### config.mk
export PLATFORM = sky130hd
export DESIGN_NAME = zbt_sram_core
export DESIGN_NICKNAME = d
export VERILOG_FILES = /design/src/rtl/zbt_pkg.sv /design/src/rtl/zbt_cmd_decode.sv /design/src/rtl/zbt_pipe_reg.sv /design/src/rtl/zbt_lane_array.sv /design/src/rtl/zbt_sram_core.sv
export SDC_FILE = /design/constraint.sdc
export NUM_CORES = 2
export LEC_CHECK = 0
export BUFFER_PORTS_ARGS = -buffer_cell sky130_fd_sc_hd__buf_2
export CELL_PAD_IN_SITES_DETAIL_PLACEMENT = 2
export CELL_PAD_IN_SITES_GLOBAL_PLACEMENT = 2
export CORE_MARGIN = 2
export CORE_UTILIZATION = 40
export DETAILED_ROUTE_END_ITERATION = 8
export MAX_ROUTING_LAYER = met4
export PLACE_DENSITY_LB_ADDON = 0.25
export SYNTH_ARGS = -nofsm -noshare
export SYNTH_HDL_FRONTEND = slang
export SYNTH_SLANG_ARGS = --single-unit
### constraint.sdc
create_clock -name clk -period 2.7 [get_ports clk]
set_clock_uncertainty 0.15 [all_clocks]
set_input_delay 0.405 -clock clk [delete_from_list [all_inputs] [get_ports clk]]
set_output_delay 0.405 -clock clk [all_outputs]
set_load 0.02 [all_outputs]
### src/rtl/zbt_pkg.sv
package zbt_pkg;

  typedef enum logic [1:0] {
    OP_IDLE  = 2'd0,
    OP_READ  = 2'd1,
    OP_WRITE = 2'd2
  } op_e;

  function automatic logic chips_on(input logic c1_n, input logic c2, input logic c3_n);
    return (~c1_n) & c2 & (~c3_n);
  endfunction

endpackage

### src/rtl/zbt_cmd_decode.sv
module zbt_cmd_decode
  import zbt_pkg::*;
#(
  parameter int ADDR_W = 6,
  parameter int LANES  = 4
) (
  input  logic              cs1_n,
  input  logic              cs2,
  input  logic              cs3_n,
  input  logic              rnw,
  input  logic              adv_ld,
  input  logic [ADDR_W-1:0] addr_i,
  input  logic [LANES-1:0]  lane_we_n,
  input  op_e               burst_op,
  output op_e               nxt_op,
  output op_e               nxt_burst,
  output logic [ADDR_W-1:0] nxt_addr,
  output logic [LANES-1:0]  nxt_lanes
);

  logic selected;

  always_comb begin
    selected  = chips_on(cs1_n, cs2, cs3_n);
    nxt_op    = OP_IDLE;
    nxt_burst = burst_op;
    if (!adv_ld) begin
      if (selected) begin
        nxt_op    = rnw ? OP_READ : OP_WRITE;
        nxt_burst = nxt_op;
      end else begin
        nxt_op    = OP_IDLE;
        nxt_burst = OP_IDLE;
      end
    end else begin
      nxt_op = burst_op;
    end
    nxt_addr  = addr_i;
    nxt_lanes = (nxt_op == OP_WRITE) ? ~lane_we_n : '0;
  end

endmodule

### src/rtl/zbt_pipe_reg.sv
module zbt_pipe_reg
  import zbt_pkg::*;
#(
  parameter int ADDR_W = 6,
  parameter int LANES  = 4
) (
  input  logic              clk,
  input  logic              rst,
  input  logic              step,
  input  op_e               nxt_op,
  input  op_e               nxt_burst,
  input  logic [ADDR_W-1:0] nxt_addr,
  input  logic [LANES-1:0]  nxt_lanes,
  output op_e               pend_op,
  output op_e               burst_op,
  output logic [ADDR_W-1:0] pend_addr,
  output logic [LANES-1:0]  pend_lanes
);

  always_ff @(posedge clk) begin
    if (rst) begin
      pend_op    <= OP_IDLE;
      burst_op   <= OP_IDLE;
      pend_addr  <= '0;
      pend_lanes <= '0;
    end else if (step) begin
      pend_op    <= nxt_op;
      burst_op   <= nxt_burst;
      pend_addr  <= nxt_addr;
      pend_lanes <= nxt_lanes;
    end
  end

endmodule

### src/rtl/zbt_lane_array.sv
module zbt_lane_array #(
  parameter int ADDR_W = 6,
  parameter int LANES  = 4,
  parameter int LANE_W = 9
) (
  input  logic                    clk,
  input  logic [LANES-1:0]        lane_wr,
  input  logic [ADDR_W-1:0]       waddr,
  input  logic [LANES*LANE_W-1:0] wdata,
  input  logic [ADDR_W-1:0]       raddr,
  output logic [LANES*LANE_W-1:0] rdata
);

  localparam int DEPTH = 1 << ADDR_W;

  for (genvar g = 0; g < LANES; g++) begin : g_lane
    logic [LANE_W-1:0] store [DEPTH];

    always_ff @(posedge clk) begin
      if (lane_wr[g]) store[waddr] <= wdata[g*LANE_W +: LANE_W];
    end

    assign rdata[g*LANE_W +: LANE_W] = store[raddr];
  end

endmodule

### src/rtl/zbt_sram_core.sv
module zbt_sram_core
  import zbt_pkg::*;
#(
  parameter int ADDR_W = 6,
  parameter int LANES  = 4,
  parameter int LANE_W = 9
) (
  input  logic                    clk,
  input  logic                    rst,
  input  logic [ADDR_W-1:0]       addr_i,
  input  logic                    cs1_n,
  input  logic                    cs2,
  input  logic                    cs3_n,
  input  logic                    rnw,
  input  logic                    adv_ld,
  input  logic                    cken_n,
  input  logic [LANES-1:0]        lane_we_n,
  input  logic                    oe_n,
  input  logic                    sleep,
  input  logic [LANES*LANE_W-1:0] wdata_i,
  output logic [LANES*LANE_W-1:0] rdata_o,
  output logic                    drive_o
);

  localparam int DATA_W = LANES * LANE_W;

  logic              step;
  op_e               nxt_op, nxt_burst, pend_op, burst_op;
  logic [ADDR_W-1:0] nxt_addr, pend_addr;
  logic [LANES-1:0]  nxt_lanes, pend_lanes, lane_wr;
  logic [DATA_W-1:0] arr_rdata;

  // The whole block advances only on edges that are neither held nor asleep.
  assign step = ~cken_n & ~sleep;

  zbt_cmd_decode #(.ADDR_W(ADDR_W), .LANES(LANES)) u_dec (
    .cs1_n     (cs1_n),
    .cs2       (cs2),
    .cs3_n     (cs3_n),
    .rnw       (rnw),
    .adv_ld    (adv_ld),
    .addr_i    (addr_i),
    .lane_we_n (lane_we_n),
    .burst_op  (burst_op),
    .nxt_op    (nxt_op),
    .nxt_burst (nxt_burst),
    .nxt_addr  (nxt_addr),
    .nxt_lanes (nxt_lanes)
  );

  zbt_pipe_reg #(.ADDR_W(ADDR_W), .LANES(LANES)) u_pipe (
    .clk        (clk),
    .rst        (rst),
    .step       (step),
    .nxt_op     (nxt_op),
    .nxt_burst  (nxt_burst),
    .nxt_addr   (nxt_addr),
    .nxt_lanes  (nxt_lanes),
    .pend_op    (pend_op),
    .burst_op   (burst_op),
    .pend_addr  (pend_addr),
    .pend_lanes (pend_lanes)
  );

  // A pending write commits on the edge that closes its data phase.
  assign lane_wr = (step && !rst && pend_op == OP_WRITE) ? pend_lanes : '0;

  zbt_lane_array #(.ADDR_W(ADDR_W), .LANES(LANES), .LANE_W(LANE_W)) u_arr (
    .clk     (clk),
    .lane_wr (lane_wr),
    .waddr   (pend_addr),
    .wdata   (wdata_i),
    .raddr   (pend_addr),
    .rdata   (arr_rdata)
  );

  // Flow-through read path, masked asynchronously by the output enable.
  assign drive_o = (pend_op == OP_READ) & ~oe_n;
  assign rdata_o = drive_o ? arr_rdata : '0;

endmodule

# ---- Word-level counts from Yosys, hierarchy flattened
# Memories as Yosys holds them, arrays and structs flattened. A register that Yosys moved wholly into a read port is not among the register bits.
# Cells that the tools add are included.
dict set report totals {
  rom_bits 0
  latch_bits 0
  out_inout_bits 37
  n_memories 4
  reg_bits 12
  word_cells 45
  ram_bits 2304
}
# name words width read_ports rd_ports_with_merged_regs write_ports line
set mem_list {}
lappend mem_list {{u_arr.g_lane[0].store} 64 9 1 1 1 zbt_lane_array.sv:17} ;# logic [LANE_W-1:0] store [DEPTH];
lappend mem_list {{u_arr.g_lane[1].store} 64 9 1 1 1 zbt_lane_array.sv:17}
lappend mem_list {{u_arr.g_lane[2].store} 64 9 1 1 1 zbt_lane_array.sv:17}
lappend mem_list {{u_arr.g_lane[3].store} 64 9 1 1 1 zbt_lane_array.sv:17}
dict set report classes {
  reduce_logical 3
  n_eq_ne 3
  magnitude_cmp 0
  n_mux 22
  n_bitwise 10
  n_div 0
  add_sub_neg 0
  n_shift 0
  n_mul 0
}
# cell count
set op_table {}
lappend op_table {{$mux 6} 8}
lappend op_table {{$mux 36} 1}
lappend op_table {{$mux 1} 8}
lappend op_table {{$mux 4} 2}
lappend op_table {{$mux 2} 3}
lappend op_table {{$not 1->1} 5}
lappend op_table {{$and 1x1->1} 4}
lappend op_table {{$eq 2x2->1 const B} 2}
lappend op_table {{$not 4->4} 1}
lappend op_table {{$eq 2x1->1 const B} 1}
lappend op_table {{$logic_and 1x1->1} 2}
lappend op_table {{$logic_not 1->1} 1}

# ---- Logic depth before layout (Yosys ltp)
dict set report depth {
  depth_word 7
  mapped_depth 9
  ltp_nobuf 7
}

# ---- By module
# Synthesis repeated with hierarchy kept, for this count alone.
dict set report unflattened {
  cells_unflattened 4146
  hier_area_um2 90241.5
}
# mod area_each_um2 instances cells_each
set by_module_without_submodules {}
lappend by_module_without_submodules {zbt_lane_array 89213.1 1 4027}
lappend by_module_without_submodules {zbt_pipe_reg 508.0 1 45}
lappend by_module_without_submodules {zbt_sram_core 355.3 1 51}
lappend by_module_without_submodules {zbt_cmd_decode 165.2 1 23}

# ---- Least setup slack after synthesis
# No wires, ideal clock.
dict set report synth_timing {
  path_type {reg2out}
  startpoint {register with a tool-made name}
  endpoint {output port rdata_o[24]}
  path_slack_ns -0.089
  path_stages_with_launch 10
  t_arrival_ns 2.234
  path_buffers 4
  cell_sequence {dfxtp_1 > buf_4 > buf_4 > buf_2 > buf_4 > mux4_2 > mux2i_1 > nand2_1 > nand3_1 > nand4_1}
}
# element line
set synth_lines {}
lappend synth_lines {{end: declaration} zbt_sram_core.sv:21} ;# output logic [LANES*LANE_W-1:0] rdata_o,

==> summary.md <==
| Metric | Value |
|---|---|
| Outcome | `finished with violations` |
| Failing checks | `hold timing, slew limit, setup timing` |
| Skew-Pair Late Insertion Delay | `940 ps` |
| First-pass GRT wire length | `447,100 um` |
| R2R Path End | `u_arr.g_lane[1].store[7][8]$_DFFE_PP_` |
| WP data required | `2140 ps` |
| Clk sinks | `2,322` |
| Synthesized instance count | `4,014` |
| Via density | `6.009` |
| Routed WL per cell | `39.57 um` |
| Final Max Slew Viols | `49` |
| R2R Path Start | `u_pipe.pend_addr[0]$_SDFFE_PP0N_` |
| Critical Path Sink Type | `primary output` |
| Post-route total power | `78.67 mW` |
| Die Ht | `477.1 um` |
| Gpl congestion | `0.9112` |
| Share of cells above drive strength 1 | `0.4076` |
| Final ANT Viol Nets | `0` |
| Worst Path Max Fanout | `6` |
| CP max stage delay | `500 ps` |
| Initial DRC count | `6,304` |
| CTS tree | `yes` |
| PwrDens | `692.9 nW/um2` |
| Die area | `227,600 um2` |
| Grt ovf | `0` |
| Inserted Clock Buffers | `274` |
| Cells on worst reg2reg path | `4` |
| DRC | `0` |
| HP Class | `in2reg` |
| Initial antenna violation count | `7` |
| CP startpoint kind | `register` |
| Area growth, synth to finish | `26.82%` |
| Final instance area | `113,500 um2` |
| Main flop type after synthesis | `edfxtp_1` |
| Post-synth cell types | `50` |
| Worst hold slack | `-4.709 ps` |
| Post-synth EDFFs | `2,304` |
| Fin. Hold Viols | `4` |
| Yosys warns | `0` |
| Crit Path Category | `reg2out` |
| Final HPWL DP | `201,300 um` |
| Largest net degree at the start of global routing | `65` |
| FF-to-FF setup slack | `-10 ps` |
| Cell Area, Placed | `101,000 um2` |
| Placed insts | `7,543` |
| Net Count, Synth | `4,070` |
| Worst setup path end | `rdata_o[29]` |
| Vias in the first global route | `52,344` |
| Worst path slowest cell | `mux4_2` |
| Final Setup Violations | `38` |
| Leakage power | `35.96 nW` |
| Initial core utilization | `0.4027` |
| H-tree levels | `5` |
| Port Buffers | `92` |
| Sequential element share of the synthesized area | `0.7769` |
| Bufs on Longest Clock Path | `4` |
| CP arrival | `3670 ps` |
| Finished Layout Cells | `8,235` |
| Maximum vdd drop | `0.6131 mV` |
| Final setup TNS | `-50,730 ps` |
| Post-layout util | `0.5107` |
| Setup ws final | `-1521 ps` |
| # IOs | `93` |
| Fin crit share | `1.563` |
| Setup repair after global routing missed its margin | `true` |
| Sequence of cells on the critical path | `buf_12 > buf_16 > buf_16 > buf_12 > mux4_2 > mux4_2 > mux2i_1 > buf_4 > o211ai_1 > buf_4` |
| Max Fclk | `236.9 MHz` |
| Cell Area, Synth | `89,520 um2` |
| CTS Root Cell | `clkbuf_16` |
| Post-layout min period | `4221 ps` |
| Core box area | `222,300 um2` |
| Ys async rst share | `0` |
| Hold path cells | `2` |
| # nets final | `5,122` |
| Syn_area_per_cell | `22.30 um2` |
| Post-place setup slack | `-853.0 ps` |
| Seq cells post-synth | `2,322` |
| Max-cap viol count | `0` |
| Drt first pass iters | `5` |
| Slew HR | `-0.01282` |
| Via count | `49,481` |
| Global Route Usage Sum | `0.2914` |
| Worst-path clk slew | `70 ps` |
| Total routed wirelength | `325,800 um` |
| Die width | `477.1 um` |
| Worst Tran Pin Value | `1519 ps` |
| FP Rows | `173` |
## timing repair
action / CTS / global route
endpoints found under the setup margin: 46 / 179
cloned: 24 / 10
hold buffers: 53 / 0
resized for setup: 279 / 169
buffers inserted: 73 / 89
hold endpoints to repair: 709 / 0
pin swaps: 60 / 72
## cells by family (layout without fill, tap and decap cells)
logic type	after synthesis	count (layout)	synth area share
AOI/OAI and AO/OA	191	191	0.01438
DFF	2322	2322	0.7769
and+or+nand+nor	548	548	0.02498
buffers and inverters	229	1470	0.01273
muxes	724	724	0.1710
other	0	5	0
## where the power goes
group | internal (mW) | leakage [nW] | switching [mW] | total, mW
Combinational | 1.77 | 11.2 | 2.32 | 4.09
Clock | 19.9 | 3.94 | 15.0 | 34.9
Sequential | 39.6 | 20.8 | 0.0292 | 39.6
## sequential cells by signal, indices dropped and copies added, names as in the netlist, named ones only
signal,flops
u_arr.g_lane.store,2304
u_pipe.pend_addr,6
u_pipe.pend_lanes,4
u_pipe.burst_op,2
## cells in the mapped netlist, types with 6 or more instances
master	n	area (um2)
dfxtp_1	18	360.4
and2_1	6	37.54
buf_4	45	337.8
a22oi_1	61	457.9
buf_2	59	295.3
mux2i_1	68	680.7
nor3b_1	7	52.55
clkbuf_1	94	352.8
buf_1	21	78.83
nand3_1	31	155.2
mux2_2	13	146.4
nor3_1	18	90.09
edfxtp_1	2304	69190
a21oi_1	41	205.2
nand2_1	167	626.9
nor2_1	295	1107
o211ai_1	12	90.09
o21ai_0	12	60.06
a31oi_1	12	75.07
o22ai_1	22	137.6
mux4_2	643	14480
## critical path: cells and delay by family (launching register included)
kind            cells  cell delay, ps
flops               1             380
buf+inv             6            1000
mux                 3            1180
compound gates      1             160
## worst min path at each step
| stage | from | endpoint | slack [ps] |
|---|---|---|---|
| floorplan | u_pipe.pend_lanes[0]$_SDFFE_PP0N_ | u_pipe.pend_lanes[0]$_SDFFE_PP0N_ | 310 |
| global placement | u_pipe.pend_lanes[1]$_SDFFE_PP0N_ | u_pipe.pend_lanes[1]$_SDFFE_PP0N_ | 340 |
| detailed placement | u_pipe.pend_lanes[1]$_SDFFE_PP0N_ | u_pipe.pend_lanes[1]$_SDFFE_PP0N_ | 360 |
| CTS | wdata_i[4] | u_arr.g_lane[0].store[34][4]$_DFFE_PP_ | 5 |
| global route | wdata_i[4] | u_arr.g_lane[0].store[33][4]$_DFFE_PP_ | 6 |
| finish | wdata_i[4] | u_arr.g_lane[0].store[33][4]$_DFFE_PP_ | -5 |
## metal layers
metal	share of wire	up-vias	global-route usage
li1	-	19028	-
met3	0.070	525	0.04597
met4	0.037	0	0.1082
met5	0	-	-
met1	0.40	27389	0.3780
met2	0.50	2539	0.4665
## placed cells by master, fill, tap and decap left out, types with 9 or more instances in the layout
cell | synthesis | final
a21oi_1 | 41 | 23
a21oi_2 | 0 | 13
a22oi_1 | 61 | 15
a22oi_2 | 0 | 46
buf_12 | 0 | 269
buf_16 | 0 | 29
buf_2 | 59 | 56
buf_4 | 45 | 497
buf_6 | 5 | 67
buf_8 | 0 | 17
bufinv_16 | 0 | 9
clkbuf_1 | 94 | 69
clkbuf_16 | 0 | 291
clkinv_1 | 1 | 56
clkinv_2 | 0 | 37
dfxtp_1 | 18 | 11
dlygate4sd3_1 | 0 | 53
edfxtp_1 | 2304 | 2304
mux2_2 | 13 | 9
mux2i_1 | 68 | 53
mux2i_2 | 0 | 12
mux4_2 | 643 | 643
nand2_1 | 167 | 142
nand2_2 | 0 | 21
nand3_1 | 31 | 25
nor2_1 | 295 | 286
nor3_1 | 18 | 10
o211ai_1 | 12 | 12
o21ai_2 | 0 | 10
o22ai_4 | 0 | 12
## final cells by class
type / instances / area (um2)
repair buffers: 1000 / 12050
inverters: 5 / 31.28
well taps: 2975 / 3722
fillers: 19076 / 108800
diodes: 5 / 12.51
flip-flops and latches: 2322 / 69570
clock inverters: 114 / 767.0
clock buffers: 351 / 7305
multi-input cells: 1463 / 20070
Power figures use the tool's default switching activity.
